===== src/rtl/lcd_stream_pkg.sv =====
package lcd_stream_pkg;
  localparam int BYTE_W = 8;

  localparam logic [BYTE_W-1:0] CMD_DISPLAY_ON = 8'hAF;
  localparam logic [BYTE_W-1:0] CMD_PAGE_BASE  = 8'hB0;
  localparam logic [BYTE_W-1:0] CMD_COL_HI     = 8'h10;
  localparam logic [BYTE_W-1:0] CMD_COL_LO     = 8'h00;

  typedef enum logic [1:0] {
    WR_IDLE, WR_SETUP, WR_STROBE, WR_HOLD
  } wr_state_e;

  typedef enum logic [3:0] {
    SQ_IDLE, SQ_RST_LO, SQ_RST_WAIT, SQ_ON, SQ_PAGE, SQ_COL_HI, SQ_COL_LO, SQ_DATA
  } sq_state_e;
endpackage


===== src/rtl/lcd_bus_writer.sv =====
module lcd_bus_writer
  import lcd_stream_pkg::*;
(
  input  logic              clk,
  input  logic              rst,
  input  logic              req_i,
  input  logic              req_dc_i,
  input  logic [BYTE_W-1:0] req_data_i,
  output logic              ack_o,
  output logic              cs_n_o,
  output logic              dc_o,
  output logic              wr_n_o,
  output logic [BYTE_W-1:0] data_o
);
  wr_state_e state;

  // ack is taken straight from the state register: high during the hold phase
  assign ack_o = (state == WR_HOLD);

  always_ff @(posedge clk) begin
    if (rst) begin
      state  <= WR_IDLE;
      cs_n_o <= 1'b1;
      wr_n_o <= 1'b1;
      dc_o   <= 1'b0;
      data_o <= '0;
    end else begin
      case (state)
        WR_IDLE: if (req_i) begin
          cs_n_o <= 1'b0;
          wr_n_o <= 1'b1;
          dc_o   <= req_dc_i;
          data_o <= req_data_i;
          state  <= WR_SETUP;
        end
        WR_SETUP: begin
          wr_n_o <= 1'b0;
          state  <= WR_STROBE;
        end
        WR_STROBE: begin
          wr_n_o <= 1'b1;
          state  <= WR_HOLD;
        end
        default: begin
          cs_n_o <= 1'b1;
          state  <= WR_IDLE;
        end
      endcase
    end
  end

  // the strobe lasts exactly one clock
  assert_strobe_one_clock_R7: assert property (@(posedge clk) disable iff (rst)
    !wr_n_o |=> wr_n_o);
  // chip select is low under the strobe
  assert_cs_under_strobe_R7: assert property (@(posedge clk) disable iff (rst)
    !wr_n_o |-> !cs_n_o);
  // data and command select are set up before the strobe
  assert_setup_before_strobe_R7: assert property (@(posedge clk) disable iff (rst)
    !wr_n_o |-> ($stable(data_o) && $stable(dc_o)));
  // data and command select are held after the strobe
  assert_hold_after_strobe_R7: assert property (@(posedge clk) disable iff (rst)
    !wr_n_o |=> ($stable(data_o) && $stable(dc_o)));
  // the sequencer only requests while the writer is idle
  assert_no_req_when_busy_R7: assert property (@(posedge clk) disable iff (rst)
    req_i |-> (state == WR_IDLE));
endmodule


===== src/rtl/lcd_refresh_seq.sv =====
module lcd_refresh_seq
  import lcd_stream_pkg::*;
#(
  parameter int PAGES      = 4,
  parameter int COLS       = 128,
  parameter int RST_CYCLES = 16,
  localparam int COL_W  = $clog2(COLS),
  localparam int PAGE_W = $clog2(PAGES),
  localparam int ADDR_W = COL_W + PAGE_W,
  localparam int CNT_W  = $clog2(RST_CYCLES + 1)
) (
  input  logic              clk,
  input  logic              rst,
  input  logic              start_i,
  input  logic              reset_req_i,
  output logic [ADDR_W-1:0] fb_addr_o,
  input  logic [BYTE_W-1:0] fb_data_i,
  input  logic              ack_i,
  output logic              req_o,
  output logic              req_dc_o,
  output logic [BYTE_W-1:0] req_data_o,
  output logic              lcd_rst_n_o,
  output logic              done_o,
  output logic              busy_o
);
  sq_state_e         state;
  logic              issued;
  logic [ADDR_W-1:0] idx;
  logic [CNT_W-1:0]  cnt;
  logic [PAGE_W-1:0] page;
  logic              col_last, page_last, byte_state, cnt_last;

  assign page       = idx[ADDR_W-1:COL_W];
  assign col_last   = (idx[COL_W-1:0] == COL_W'(COLS - 1));
  assign page_last  = (page == PAGE_W'(PAGES - 1));
  assign cnt_last   = (cnt == CNT_W'(RST_CYCLES - 1));
  assign byte_state = (state == SQ_ON) || (state == SQ_PAGE) || (state == SQ_COL_HI) ||
                      (state == SQ_COL_LO) || (state == SQ_DATA);
  assign req_o      = byte_state && !issued;
  assign busy_o     = (state != SQ_IDLE);

  always_comb begin
    req_dc_o   = 1'b0;
    req_data_o = CMD_DISPLAY_ON;
    case (state)
      SQ_PAGE:   req_data_o = CMD_PAGE_BASE | {{(BYTE_W-PAGE_W){1'b0}}, page};
      SQ_COL_HI: req_data_o = CMD_COL_HI;
      SQ_COL_LO: req_data_o = CMD_COL_LO;
      SQ_DATA: begin
        req_dc_o   = 1'b1;
        req_data_o = fb_data_i;
      end
      default: ;
    endcase
  end

  always_ff @(posedge clk) begin
    if (rst) begin
      state       <= SQ_IDLE;
      issued      <= 1'b0;
      idx         <= '0;
      cnt         <= '0;
      fb_addr_o   <= '0;
      lcd_rst_n_o <= 1'b1;
      done_o      <= 1'b0;
    end else begin
      done_o <= 1'b0;
      case (state)
        SQ_IDLE: if (start_i) begin
          idx    <= '0;
          cnt    <= '0;
          issued <= 1'b0;
          if (reset_req_i) begin
            lcd_rst_n_o <= 1'b0;
            state       <= SQ_RST_LO;
          end else begin
            state <= SQ_ON;
          end
        end
        SQ_RST_LO: begin
          if (cnt_last) begin
            cnt         <= '0;
            lcd_rst_n_o <= 1'b1;
            state       <= SQ_RST_WAIT;
          end else begin
            cnt <= cnt + 1'b1;
          end
        end
        SQ_RST_WAIT: begin
          if (cnt_last) begin
            cnt   <= '0;
            state <= SQ_ON;
          end else begin
            cnt <= cnt + 1'b1;
          end
        end
        default: begin
          if (req_o) begin
            issued <= 1'b1;
            // prefetch: address goes out while the current byte is on the bus
            if (state == SQ_COL_LO) fb_addr_o <= idx;
            if (state == SQ_DATA)   fb_addr_o <= idx + 1'b1;
          end else if (ack_i) begin
            issued <= 1'b0;
            case (state)
              SQ_ON:     state <= SQ_PAGE;
              SQ_PAGE:   state <= SQ_COL_HI;
              SQ_COL_HI: state <= SQ_COL_LO;
              SQ_COL_LO: state <= SQ_DATA;
              default: begin
                idx <= idx + 1'b1;
                if (col_last) begin
                  if (page_last) begin
                    state  <= SQ_IDLE;
                    done_o <= 1'b1;
                  end else begin
                    state <= SQ_PAGE;
                  end
                end
              end
            endcase
          end
        end
      endcase
    end
  end

  // the display reset is only driven low inside a refresh
  assert_rst_only_busy_R2: assert property (@(posedge clk) disable iff (rst)
    !lcd_rst_n_o |-> busy_o);
  // done is a single-clock pulse
  assert_done_single_R8: assert property (@(posedge clk) disable iff (rst)
    done_o |=> !done_o);
  // done coincides with the return to idle
  assert_done_idle_R8: assert property (@(posedge clk) disable iff (rst)
    done_o |-> !busy_o);
  // a start while streaming bytes never re-enters the reset phase
  assert_start_ignored_R9: assert property (@(posedge clk) disable iff (rst)
    (byte_state && start_i) |=> (state != SQ_RST_LO) && (state != SQ_RST_WAIT));
endmodule


===== src/rtl/lcd_refresh_streamer.sv =====
module lcd_refresh_streamer
  import lcd_stream_pkg::*;
#(
  parameter int PAGES      = 4,
  parameter int COLS       = 128,
  parameter int RST_CYCLES = 16,
  localparam int ADDR_W = $clog2(COLS) + $clog2(PAGES)
) (
  input  logic              clk,
  input  logic              rst,
  input  logic              start_i,
  input  logic              reset_req_i,
  output logic [ADDR_W-1:0] fb_addr_o,
  input  logic [BYTE_W-1:0] fb_data_i,
  output logic              lcd_cs_n_o,
  output logic              lcd_dc_o,
  output logic              lcd_wr_n_o,
  output logic              lcd_rst_n_o,
  output logic [BYTE_W-1:0] lcd_data_o,
  output logic              done_o,
  output logic              busy_o
);
  logic              req, req_dc, ack;
  logic [BYTE_W-1:0] req_data;

  lcd_refresh_seq #(
    .PAGES(PAGES), .COLS(COLS), .RST_CYCLES(RST_CYCLES)
  ) seq_i (
    .clk(clk), .rst(rst), .start_i(start_i), .reset_req_i(reset_req_i),
    .fb_addr_o(fb_addr_o), .fb_data_i(fb_data_i), .ack_i(ack),
    .req_o(req), .req_dc_o(req_dc), .req_data_o(req_data),
    .lcd_rst_n_o(lcd_rst_n_o), .done_o(done_o), .busy_o(busy_o)
  );

  lcd_bus_writer writer_i (
    .clk(clk), .rst(rst), .req_i(req), .req_dc_i(req_dc), .req_data_i(req_data),
    .ack_o(ack), .cs_n_o(lcd_cs_n_o), .dc_o(lcd_dc_o), .wr_n_o(lcd_wr_n_o),
    .data_o(lcd_data_o)
  );

  // chip select stays high whenever no refresh is running
  assert_cs_idle_R7: assert property (@(posedge clk) disable iff (rst)
    !busy_o |-> lcd_cs_n_o);
endmodule


===== config.mk =====
export PLATFORM = sky130hd
export DESIGN_NAME = lcd_refresh_streamer
export DESIGN_NICKNAME = d
export VERILOG_FILES = /design/src/rtl/lcd_stream_pkg.sv /design/src/rtl/lcd_bus_writer.sv /design/src/rtl/lcd_refresh_seq.sv /design/src/rtl/lcd_refresh_streamer.sv
export SDC_FILE = /design/constraint.sdc
export NUM_CORES = 1
export LEC_CHECK = 0
export CORE_UTILIZATION = 55
export CTS_CLUSTER_DIAMETER = 80
export DETAILED_ROUTE_END_ITERATION = 12
export DONT_BUFFER_PORTS = 1
export GPL_ROUTABILITY_DRIVEN = 0
export PLACE_DENSITY = 0.73
export SLEW_MARGIN = 40
export SYNTH_ARGS = -nofsm -noshare
export SYNTH_HDL_FRONTEND = slang
export SYNTH_SLANG_ARGS = --single-unit

===== constraint.sdc =====
create_clock -name clk -period 1.5 [get_ports clk]
set_input_delay 0.15 -clock clk [delete_from_list [all_inputs] [get_ports clk]]
set_output_delay 0.15 -clock clk [all_outputs]
set_load 0.01 [all_outputs]

======== Word-level counts from Yosys, hierarchy flattened ========
Cells that the tools add are included.
storage, ports and cells
  logic and storage cells ................. 108
  output and inout bits ................... 23
  input bits .............................. 12
  register bits ........................... 43
cells by class
  muxes and demuxes ....................... 37
  eq/ne operators ......................... 21
  bitwise operators ....................... 5
  reduce and logical (&&, ||, !) cells .... 31
  add/sub/neg operators ................... 2
operators with widths
  cell                 count
  $mux 9               6
  $pmux 8 s4           1
  $mux 4               6
  $pmux 9 s2           1
  $eq 4x3->1 const B   4
  $pmux 4 s4           1
  $pmux 4 s3           1
  $reduce_or 11->1     1
  $mux 1               10
  $mux 5               2
  $pmux 5 s2           1
  $add 9x1->9 const B  1
  $eq 4x2->1 const B   2
  $ne 2x1->1 const B   4
  $reduce_and 2->1     4
  $reduce_bool 2->1    4
  $reduce_bool 4->1    2
  $reduce_bool 8->1    1
  $eq 7x7->1 const B   1
  $eq 2x2->1 const B   3
  $ne 2x2->1 const B   3
  $pmux 1 s2           3
  $pmux 2 s3           1
  $reduce_and 3->1     2
  21 further kinds     31

======== Longest topological paths before layout ========
Gate-level depths: netlist of the first run.
  depth after elaboration ................. 8
  gate-level depth with buffers ........... 7
  mapped depth without buffers ............ 5

======== Cells and area by module ========
From an unflattened synthesis of the first run, not the netlist that was laid out.
second synthesis, totals
  cells, all modules ...................... 256
  area total of the unflattened synthesis .. 2179.6 sq um
modules (own cells, without submodules)
  module           instances  cells each  sequential area each (sq um)  area each (sq um)
  lcd_refresh_seq  1          192         580.6                         1591.5
  lcd_bus_writer   1          64          260.2                         588.1

======== Worst setup path after synthesis of the first run ========
Ideal clock, no wire load.
  kind .................................... reg2reg
  start ................................... reg writer_i.state[0]
  end ..................................... reg writer_i.dc_o
  period minus slack after synthesis ...... 1.451 ns
  path buffers ............................ 1
  required time ........................... 1.372 ns
  path slack .............................. 0.049 ns
  arrival time ............................ 1.323 ns
  cell stages (with the launch flop) ...... 7
  setup time .............................. 0.128 ns
  cells stage by stage .................... dfxtp_1 -> inv_1 -> ha_1 -> nor3b_4 -> buf_4 -> mux2i_1 -> nor2_1
between the ends
  longest elaborated chain between the ends .. 2
ends and longest elaborated chain
  item                               line                  text
  from (decl)                        lcd_bus_writer.sv:15  wr_state_e state;
  from (signal assigned)             lcd_bus_writer.sv:22  state <= WR_IDLE;
  from (signal assigned)             lcd_bus_writer.sv:34  state <= WR_SETUP;
  from (signal assigned)             lcd_bus_writer.sv:38  state <= WR_STROBE;
  $logic_not 2->1                    lcd_bus_writer.sv:28  case (state)
  $reduce_and 2->1 (no source line)  -
  to (signal assigned)               lcd_bus_writer.sv:32  dc_o <= req_dc_i;
  to (decl)                          lcd_bus_writer.sv:11  output logic dc_o,
Every way passes these cells.
A chain may end at the register's enable or synchronous reset.

======== Final worst setup path of the first run ========
  start ................................... reg writer_i.state[0]
  end ..................................... reg writer_i.data_o[6]
between the ends
  longest elaborated chain between the ends .. 2
ends and longest elaborated chain
  item                               line                  text
  $logic_not 2->1                    lcd_bus_writer.sv:28
  $reduce_and 2->1 (no source line)  -
  to (signal assigned)               lcd_bus_writer.sv:33  data_o <= req_data_i;
  to (decl)                          lcd_bus_writer.sv:13  output logic [BYTE_W-1:0] data_o
Every way passes these cells.

==> metrics.md, run 1 <==
| Metric | Value |
|---|---|
| Status | finished with violations |
| Failing checks | negative hold slack |
| Critical-path maximum fanout | 8 |
| Largest net degree at the start of global routing | 37 |
| Largest family of logic cells by synthesized area | compound AO/OA/AOI/OAI gates |
| Die Ht | 66.2 um |
| Commonest non-fill, non-tap cells in the layout | dfxtp_1, buf_4, nor2_1 |
| P&R area growth vs syn | 20.8% |
| Synthesized area | 2270 sq um |
| Clock latency on the worst-skew pair | 300 ps |
| Main synth FF type | dfxtp_1 |
| Combinational Power Share | 0.222 |
| Initial Util | 0.597 |
| Register bit count reported by yosys | 42 |
| Compound-cell area share of the yosys netlist | 0.246 |
| Initial drt markers | 162 |
| Sw Share | 0.286 |
| Finished Layout Cells | 331 |
| Synth Net Count | 276 |
| Register area share after synthesis | 0.371 |
| Count of antenna diodes in the layout | 0 |
| CTS tree | built |
| Buffers on Ports | 0 |
| Critical Path Start Type | flip-flop |
| Leak pwr | 0.983 nW |
| Via density | 6.16 |
| Worst hold slack | -99.9 ps |
| Ys async rst share | 0 |
| CTS buffer count | 5 |
| # H-tree levels | 2 |
| Post-Synth Simple-Gate Area | 0.228 |
| Commonest non-fill, non-tap cell in the layout | dfxtp_1 |
| Fraction of layout cells with a size suffix above 1 | 0.311 |
| Row cnt | 22 |
| Core box area | 3800 sq um |
| Syn Inst Count | 258 |
| CTS root buf | clkbuf_8 |
| M2 GR Usage | 0.397 |
| Max-Cap Viols | 0 |
| Nets@finish | 300 |
| Reg power frac | 0.453 |
| Router iterations before antenna repair | 4 |
| Vias in the first global route | 1824 |
| Fin. Hold Viols | 35 |
| Clock Pin Slew Worst Setup and Hold Paths | 90 ps |
| Post-synth cell types | 53 |
| Int Pwr | 0.00201 W |
| XOR/XNOR share of the synthesized area | 0.0425 |
| ANT nets after route | 0 |
| Crit. End Element | flip-flop |
| Fin. max-slew vios | 0 |
| Dpl ws | -80.7 ps |
| Final clock skew | 5.53 ps |
| First-pass GRT wire length | 8380 um |
| CTS Sinks | 42 |
| Chip width | 66.2 um |
| Crit path kind | reg2reg |
| Final Setup Violations | 0 |
| Pwr/cell area | 1030 nW/um^2 |
| Final WS setup | 27.8 ps |
| F_max | 679 MHz |
| Residual DRC count | 0 |
| HP Class | in2reg |
| Global route hottest layer | met2 |
| Dpl cells | 318 |
| Required time worst endpoint | 1700 ps |
| Gr usage total | 0.248 |
| Post-synthesis mux area share | 0.00883 |
| WL final | 5380 um |
| Slew HR | 0.749 |
| Initial antenna violation count | 0 |
| Switch Pwr | 0.000804 W |
| Met3 Use GR | 0.0552 |
| Clock Path Buffers | 2 |
| Adder-Cell Fraction of Synth Area | 0.0331 |
| Post-synth EDFFs | 0 |
| Vias | 2039 |
| Crit path DAT | 1670 ps |
| Congestion Overflow GR | 0 |
| Die ar. | 4380 sq um |
| VDD IR-drop max | 0.799 mV |
| Final worst path period need | 1470 ps |
| HPWL after DPL | 3580 um |
| Fin crit share | 0.981 |
| RSZ-0062 raised after global routing | yes |
| Clock share of power | 0.324 |
| Synth warn | 0 |
| Met1 usage | 0.328 |
| Detail-routed net length per standard cell | 16.3 um |
| I/O Pins | 35 |
| Worst Max-Slew Pin Slew | 373 ps |
| Setup TNS | 0 ps |
| Syn avg cell area | 8.79 sq um |
-- path summary, 6_finish.rpt --
path                                         from                  to  slack [ps]  depth (start not counted)
worst max-delay path            writer_i.state[0]  writer_i.data_o[6]          30                          8
worst min-delay path                          rst      seq_i.state[1]        -100                          1
worst max register to register  writer_i.state[0]  writer_i.data_o[6]          30                          8
worst min register to register       seq_i.cnt[4]        seq_i.cnt[4]         470                          1
-- power groups by stage --
stage	combinational, W	clock [W]	sequential, W
floorplan	0.000394	0	0.00126
global placement	0.000516	0	0.00128
detailed placement	0.000538	0	0.00129
CTS	0.000544	0.000917	0.00126
global route	0.000681	0.000974	0.00128
finish	0.000626	0.000912	0.00127
-- kinds of logic after synthesis --
family / count (synthesis)
AND/OR/NAND/NOR: 95
AO/OA/AOI/OAI: 75
flip-flops: 42
buffers and inverters: 27
XOR/XNOR: 11
adder cells (fa/ha/maj): 6
multiplexers: 2
-- worst max-delay path, stage by stage, from the launching register on --
cell and delay, ps:
dfxtp_2 340, buf_4 140, inv_4 60, ha_4 130, nor3b_4 250, buf_6 150
clkbuf_16 130, nand2b_1 100, a21oi_1 60
-- flip-flops by register name, indices dropped and copies added, names as in the netlist --
register,cells
writer_i.dc_o,1
seq_i.idx,9
writer_i.wr_n_o,1
seq_i.state,3
writer_i.cs_n_o,1
writer_i.data_o,8
seq_i.lcd_rst_n_o,1
seq_i.issued,1
seq_i.cnt,5
seq_i.fb_addr_o,9
writer_i.state,2
seq_i.done_o,1
-- metrics by stage --
stage                     total power (W)   util  cell area [sq um]  hold slack (ps)
after floorplan                   0.00166      -               2270              302
after global placement            0.00180  0.652               2480              222
after detailed placement          0.00182  0.652               2480              224
after CTS                         0.00272  0.685               2600            -95.3
after global routing              0.00294  0.721               2740             -105
final                             0.00281  0.721               2740            -99.9
-- final cells by class --
type / count / area [sq um]
tap: 48 / 60.1
clock inverter: 3 / 43.8
fill: 290 / 1060
multi-input combinational: 189 / 1330
inverter: 5 / 23.8
timing repair buffer: 39 / 355
sequential: 42 / 857
clock buffer: 5 / 68.8
-- routing by layer --
metal | vias to the layer above | wire length, um
met5 | - | 0
met4 | 0 | 61
met3 | 7 | 352
met2 | 68 | 2510
met1 | 976 | 2460
li1 | 988 | -
-- what timing repair did --
item / CTS / global route
endpoints found under the setup margin: 29 / 27
endpoints found under the hold margin: 35 / 35
cloned: 0 / 1
resized for setup: 7 / 28
pin swaps: 1 / 8
setup buffers: 0 / 4
-- synthesized netlist by cell type, types with 3 or more instances --
cell type	instances	share of area
dfxtp_1	42	0.37
nor2_1	29	0.048
a21oi_1	20	0.044
nand2_1	14	0.023
nand3_1	12	0.026
o21ai_0	11	0.024
xor2_1	10	0.039
a211oi_1	9	0.030
a311oi_1	9	0.035
buf_2	9	0.020
ha_1	6	0.033
and3_1	5	0.014
buf_6	5	0.025
clkbuf_1	5	0.0083
nor3_1	5	0.011
or3_1	5	0.014
a211oi_2	4	0.022
inv_1	4	0.0066
a22oi_1	3	0.0099
buf_4	3	0.0099
nand3b_1	3	0.0099
nand4_1	3	0.0083
o211ai_1	3	0.0099
Power figures use the tool's default switching activity.
==> run 2: changes to the inputs <==
- PLACE_DENSITY: 0.73 -> 0.7
- clock period: 1.5 -> 1.56 ns (I/O delays scaled with it)
==> run 2 against run 1 <==
  * The flow now finishes without violations
  * Utilization down 4.2 points
  * Non-clock buffer count fell by 17
  * Die area unchanged
  * Combinational power is 23% lower
  * Sequential cell count unchanged
  * Clock power rose by 14%
  * Sequential share of layout area increased by 1.7 points
  * Hold slack better by 110 ps
  * Critical endpoint is now seq_i.state[1]
  * Largest power group unchanged
  * Highest routed layer unchanged
==> metrics.md, run 2 (same netlist as run 1, synthesis figures left out) <==
| Metric | Value |
|---|---|
| Final worst path period need | 1500 ps (+26.1 ps) |
| Largest net degree at the start of global routing | 36 (-2.7%) |
| Count of antenna diodes in the layout | 0 (unchanged) |
| Die ar. | 4380 sq um (unchanged) |
| Fin. Hold Viols | 0 (-100%) |
| Biggest regs | seq_i.fb_addr_o: 9 flops, seq_i.idx: 9 flops, writer_i.data_o: 8 flops |
| Fin. max-slew vios | 0 (unchanged) |
| First-pass GRT wire length | 7800 um (-6.8%) |
| WL final | 4810 um (-11%) |
| CTS root buf | clkbuf_8 |
| HPWL after DPL | 3340 um (-6.7%) |
| Row cnt | 22 (unchanged) |
| Detail-routed net length per standard cell | 15.3 um (-5.8%) |
| Crit path kind | reg2reg |
| Core box area | 3800 sq um (unchanged) |
| Crit. End Element | flip-flop |
| Final Instance Area | 2580 sq um (-5.8%) |
| Dpl ws | -0.930 ps (+79.8 ps) |
| Initial drt markers | 81 (-50%) |
| CTS buffer count | 5 (unchanged) |
| Fraction of layout cells with a size suffix above 1 | 0.222 (-0.0891) |
| ANT nets after route | 0 (unchanged) |
| Chip width | 66.2 um (unchanged) |
| Final Setup Violations | 0 (unchanged) |
| Clock Path Buffers | 2 (unchanged) |
| Fillers | 323 (+11%) |
| Fin crit share | 0.960 (-0.0210) |
| HP Class | in2reg |
| Vias in the first global route | 1627 (-11%) |
| CTS Sinks | 42 (unchanged) |
| Commonest non-fill, non-tap cells in the layout | dfxtp_1, nor2_1, a21oi_1 |
| Crit path DAT | 1710 ps (+40 ps) |
| VDD IR-drop max | 0.756 mV (-5.4%) |
| Buffers on Ports | 0 (unchanged) |
| Residual DRC count | 0 (unchanged) |
| Status | complete, no violations |
| Final WS setup | 61.7 ps (+33.9 ps) |
| Congestion Overflow GR | 0 (unchanged) |
| Critical-path maximum fanout | 5 (-3) |
| Nets@finish | 283 (-5.7%) |
| CTS tree | built |
| Pwr/cell area | 1060 nW/um^2 (+3.6%) |
| # H-tree levels | 2 (unchanged) |
| Util after Layout | 0.679 (-0.0422) |
| I/O Pins | 35 (unchanged) |
| P&R area growth vs syn | 13.7% |
| Clock Pin Slew Worst Setup and Hold Paths | 90 ps (about the same) |
| Commonest non-fill, non-tap cell in the layout | dfxtp_1 |
| Initial Util | 0.597 (unchanged) |
| Initial antenna violation count | 0 (unchanged) |
| Gr usage total | 0.236 (-0.0122) |
| Final clock skew | 7.25 ps (+1.73 ps) |
| F_max | 667 MHz (-1.7%) |
| Setup TNS | 0 ps (unchanged) |
| Critical Path Start Type | flip-flop |
| Clock latency on the worst-skew pair | 300 ps (about the same) |
| Max-Cap Viols | 0 (unchanged) |
| Dpl cell area | 2360 sq um (-4.7%) |
| Router iterations before antenna repair | 4 (unchanged) |
| Required time worst endpoint | 1770 ps (+70 ps) |
| Vias | 1910 (-6.3%) |
| Via density | 6.08 (-1.3%) |
| Worst Max-Slew Pin Slew | 316 ps (-56.3 ps) |
| Slew HR | 0.789 (+0.0402) |
| Die Ht | 66.2 um (unchanged) |
| Leak pwr | 0.889 nW (-9.6%) |
==> run 2: worst paths after layout <==
path                     start                 end  slack, ps  cells after the start
min reg2reg  writer_i.state[1]   writer_i.state[1]        490                      2
max               seq_i.cnt[1]      seq_i.state[1]         60                      5
min               fb_data_i[2]  writer_i.data_o[2]         10                      2
max reg2reg       seq_i.cnt[1]      seq_i.state[1]         60                      5
==> run 2: repair_timing <==
action,4_1_cts,5_1_grt
gates cloned,0,0
pin swaps,0,1
hold buffers,2,0
gates resized for setup,4,16
buffers inserted,0,0
endpoints found under the hold margin,35,0
endpoints found under the setup margin,4,11
==> run 2: stage by stage <==
stage	total power (W)	hold WS (ps)	instances
floorplan	0.00159	308	258
global placement	0.00167	226	304
detailed placement	0.00168	227	304
CTS	0.00274	6.84	314
global route	0.00286	15.3	314
finish	0.00274	14.0	314
==> run 2: where the power goes <==
group | leakage, nW | internal, W | switching, W
logic | 0.478 | 0.000223 | 0.000257
clock network | 0.0683 | 0.000641 | 0.000396
registers | 0.343 | 0.00114 | 0.0000828
==> run 2: final cells by class <==
type                       count  area [sq um]  area share
inverter                       5          18.8     0.00728
clock inverter                 3          68.8      0.0267
timing repair buffer          22           209      0.0810
multi-input combinational    189          1300       0.505
sequential                    42           852       0.330
tap                           48          60.1      0.0233
clock buffer                   5          68.8      0.0267
==> run 2: critical path: stages, from the launching register on <==
cell	delay (ps)
dfxtp_1	350
ha_4	180
and4b_2	260
o21a_1	130
or2_4	260
a221oi_2	220
==> run 2: per-layer routing <==
metal  vias up  global-route usage  share of wire
li1        964                   -              -
met1       873               0.338           0.47
met2        62               0.330           0.44
met3        11              0.0655          0.077
met4         0              0.0878          0.017
met5         -                   0              0
==> run 3: changes to the inputs <==
- CTS_BUF_LIST: default -> sky130_fd_sc_hd__clkbuf_8
- SYNTH_HIERARCHICAL: default -> 1
==> run 3 against run 2 <==
  * The flow now finishes with violations (negative hold slack)
  * Register-to-register slack about the same
  * Worst setup slack better by 11 ps
  * First-iteration DRC count is 37% higher
  * Sequential power down 7%
  * Non-clock buffer count rose by 15
  * Sequential share of layout area rose by 0.24 points
  * Total power is 15% lower
  * Utilization hardly changed
  * Largest cell class unchanged
==> metrics.md, run 3 <==
| Metric | Value |
|---|---|
| Residual DRC count | 0 (unchanged) |
| Fin. Hold Viols | 26 (+26) |
| F_max | 672 MHz (+0.74%) |
| Critical Path Start Type | flip-flop |
| Fraction of layout cells with a size suffix above 1 | 0.208 (-0.0133) |
| Int Pwr | 0.00162 W (-19%) |
| Post-synth cell types | 54 (+1.9%) |
| VDD IR-drop max | 0.803 mV (+6.3%) |
| Worst Max-Slew Pin Slew | 340 ps (+23.1 ps) |
| Max-Cap Viols | 0 (unchanged) |
| HP Class | in2reg |
| Clock share of power | 0.333 (-0.045) |
| Clock latency on the worst-skew pair | 300 ps (about the same) |
| Vias | 1978 (+3.6%) |
| Slew HR | 0.773 (-0.0157) |
| Flop2flop setup slack | 70 ps (about the same) |
| Register bit count reported by yosys | 42 (unchanged) |
| Congestion Overflow GR | 0 (unchanged) |
| Vias in the first global route | 1816 (+12%) |
| Router iterations before antenna repair | 4 (unchanged) |
| Worst setup path start | seq_i/state[1] |
| CTS Sinks | 42 (unchanged) |
| Fin. max-slew vios | 0 (unchanged) |
| Worst r2r dst | seq_i/cnt[3] |
| Gr usage total | 0.252 (+0.0159) |
| ANT nets after route | 0 (unchanged) |
| Worst hold slack | -90.8 ps (-105 ps) |
| Commonest non-fill, non-tap cell in the layout | dfxtp_1 |
| First-pass GRT wire length | 8160 um (+4.5%) |
| Core box area | 3740 sq um (-1.4%) |
| Pwr/cell area | 915 nW/um^2 (-14%) |
| I/O Pins | 35 (unchanged) |
| Die ar. | 4220 sq um (-3.8%) |
| Synth warn | 6 (+6) |
| Required time worst endpoint | 1750 ps (-20 ps) |
| Crit. End Element | flip-flop |
| Reg power frac | 0.495 (+0.048) |
| CP Capture Point | seq_i/cnt[3] |
| Status | finished with violations |
| Failing checks | negative hold slack |
| Crit path DAT | 1680 ps (-30 ps) |
| Commonest non-fill, non-tap cells in the layout | dfxtp_1, buf_4, a21oi_1 |
| Synth Net Count | 276 (unchanged) |
| Final Setup Violations | 0 (unchanged) |
| Post-synth EDFFs | 0 (unchanged) |
| Initial Util | 0.582 (-0.0146) |
| Clock Path Buffers | 2 (unchanged) |
| Dpl cell area | 2420 sq um (+2.7%) |
| Post-synth top cells | dfxtp_1, a21oi_1, nand2_1 |
| CTS tree | built |
| Buffers on Ports | 0 (unchanged) |
| RR Startpoint | seq_i/state[1] |
| Finished Layout Cells | 331 (+5.4%) |
| Combinational Power Share | 0.172 (-0.003) |
| RSZ-0062 raised after global routing | no |
| Die Ht | 65.0 um (-1.9%) |
| Switch Pwr | 0.000704 W (-4.4%) |
| WL final | 5040 um (+4.8%) |
| Nets@finish | 302 (+6.7%) |
| Sw Share | 0.303 (+0.0346) |
| Main synth FF type | dfxtp_1 |
| Row cnt | 22 (unchanged) |
| CTS buffer count | 5 (unchanged) |
| R2r worst-path depth | 5 (unchanged) |
| Chip width | 65.0 um (-1.9%) |
| Clock Pin Slew Worst Setup and Hold Paths | 90 ps (about the same) |
| Dpl cells | 322 (+5.9%) |
| Synthesized area | 2180 sq um (-3.9%) |
| Count leader, synth | dfxtp_1 |
| Initial antenna violation count | 0 (unchanged) |
| CTS root buf | clkbuf_8 |
| Detail-routed net length per standard cell | 15.2 um (-0.54%) |
| Final Instance Area | 2540 sq um (-1.5%) |
| Setup TNS | 0 ps (unchanged) |
| Final worst path period need | 1490 ps (-11.0 ps) |
| Ys async rst share | 0 (unchanged) |
| HPWL after DPL | 3650 um (+9.3%) |
| Syn Inst Count | 256 (-0.78%) |
| Top cells by area, synth | dfxtp_1, a21oi_1, nand3_1 |
| Register area share after synthesis | 0.386 (+0.0149) |
| Syn avg cell area | 8.51 sq um (-3.1%) |
| Post-synth top area cell | dfxtp_1 |
| Final clock skew | 6.12 ps (-1.13 ps) |
| Crit path kind | reg2reg |
| Leak pwr | 0.953 nW (+7.2%) |
| Initial drt markers | 111 (+37%) |
| Critical-path maximum fanout | 5 (unchanged) |
| Via density | 5.98 (-1.8%) |
| Largest net degree at the start of global routing | 32 (-11%) |
| Biggest regs | seq_i/fb_addr_o: 9 flops, seq_i/idx: 9 flops, writer_i/data_o: 8 flops |
| Fin crit share | 0.953 (-0.00707) |
| P&R area growth vs syn | 16.6% |
| Count of antenna diodes in the layout | 0 (unchanged) |
| # H-tree levels | 2 (unchanged) |
| Yosys top cell area share | 0.386 (+0.0149) |
[run 3: changes by cell type after synthesis, moves of 3 or more]
cell      delta
a211oi_1     -3
a211oi_2     -3
a21oi_1      +9
a311oi_1     -6
buf_6        -3
inv_1        +4
nand2_1      +9
nand3_1      +9
nor2_1      -11
nor3_1       -3
xor2_1       -3
[run 3: layout make-up]
| type | instances | area [sq um] |
|---|---|---|
| clock buffers | 5 | 68.8 |
| clock inverters | 3 | 28.8 |
| repair buffers | 37 | 290 |
| well taps | 48 | 60.1 |
| fillers | 326 | 1200 |
| inverters | 9 | 33.8 |
| flip-flops and latches | 42 | 846 |
| multi-input cells | 187 | 1210 |
[run 3: worst max-delay path, cell delays in order, from the launching register on]
cell	delay [ps]
dfxtp_1	350
buf_4	160
and2_1	160
or4_1	510
xor2_1	140
nor2_1	50
[run 3: power groups by stage]
stage | Clock (W) | Combinational, W | Sequential [W]
2_1_floorplan | 0 | 0.000289 | 0.00117
3_3_place_gp | 0 | 0.000382 | 0.00117
3_5_place_dp | 0 | 0.000391 | 0.00118
4_1_cts | 0.000787 | 0.000394 | 0.00115
5_1_grt | 0.000832 | 0.000442 | 0.00116
6_report | 0.000774 | 0.000399 | 0.00115
[run 3: kinds of logic (layout without fill, tap and decap cells)]
logic type / count (synthesis) / after routing / synth area share
and+or+nand+nor: 91 / 91 / 0.227
muxes: 3 / 3 / 0.0138
DFF: 42 / 42 / 0.386
adders and majority gates: 8 / 8 / 0.0459
AOI/OAI and AO/OA: 75 / 75 / 0.226
buffers and inverters: 27 / 54 / 0.0608
xor gates and xnor gates: 10 / 10 / 0.0402
[run 3: worst min path at each step]
stage | from | end | slack, ps | depth (start not counted)
floorplan | rst | writer_i/state[0] | 260 | 1
global placement | rst | seq_i/idx[6] | 230 | 1
detailed placement | rst | seq_i/cnt[2] | 230 | 1
CTS | rst | seq_i/cnt[2] | -100 | 1
global route | rst | writer_i/data_o[6] | -110 | 1
finish | rst | seq_i/cnt[2] | -90 | 1
[run 3: timing repair]
action	4_1_cts	5_1_grt
resized for setup	0	5
endpoints found under the setup margin	0	17
hold endpoints to repair	26	26
setup buffers	0	1
[run 3: per-stage QoR]
| stage | power, W | util | setup slack, ps |
|---|---|---|---|
| finish | 0.00232 | 0.679 | 72.7 |
| global route | 0.00243 | 0.679 | 5.88 |
| CTS | 0.00233 | 0.673 | 3.69 |
| detailed placement | 0.00157 | 0.647 | 28.5 |
| global placement | 0.00156 | 0.647 | 74.6 |
| floorplan | 0.00146 | - | 95.0 |
[run 3: routing by layer]
metal	routed length (um)	track usage	part of all wire	up-vias
li1	-	-	-	975
met1	2300	0.311	0.46	945
met2	2410	0.423	0.48	53
met3	267	0.0493	0.053	5
met4	65	0.103	0.013	0
met5	0	0	0	-
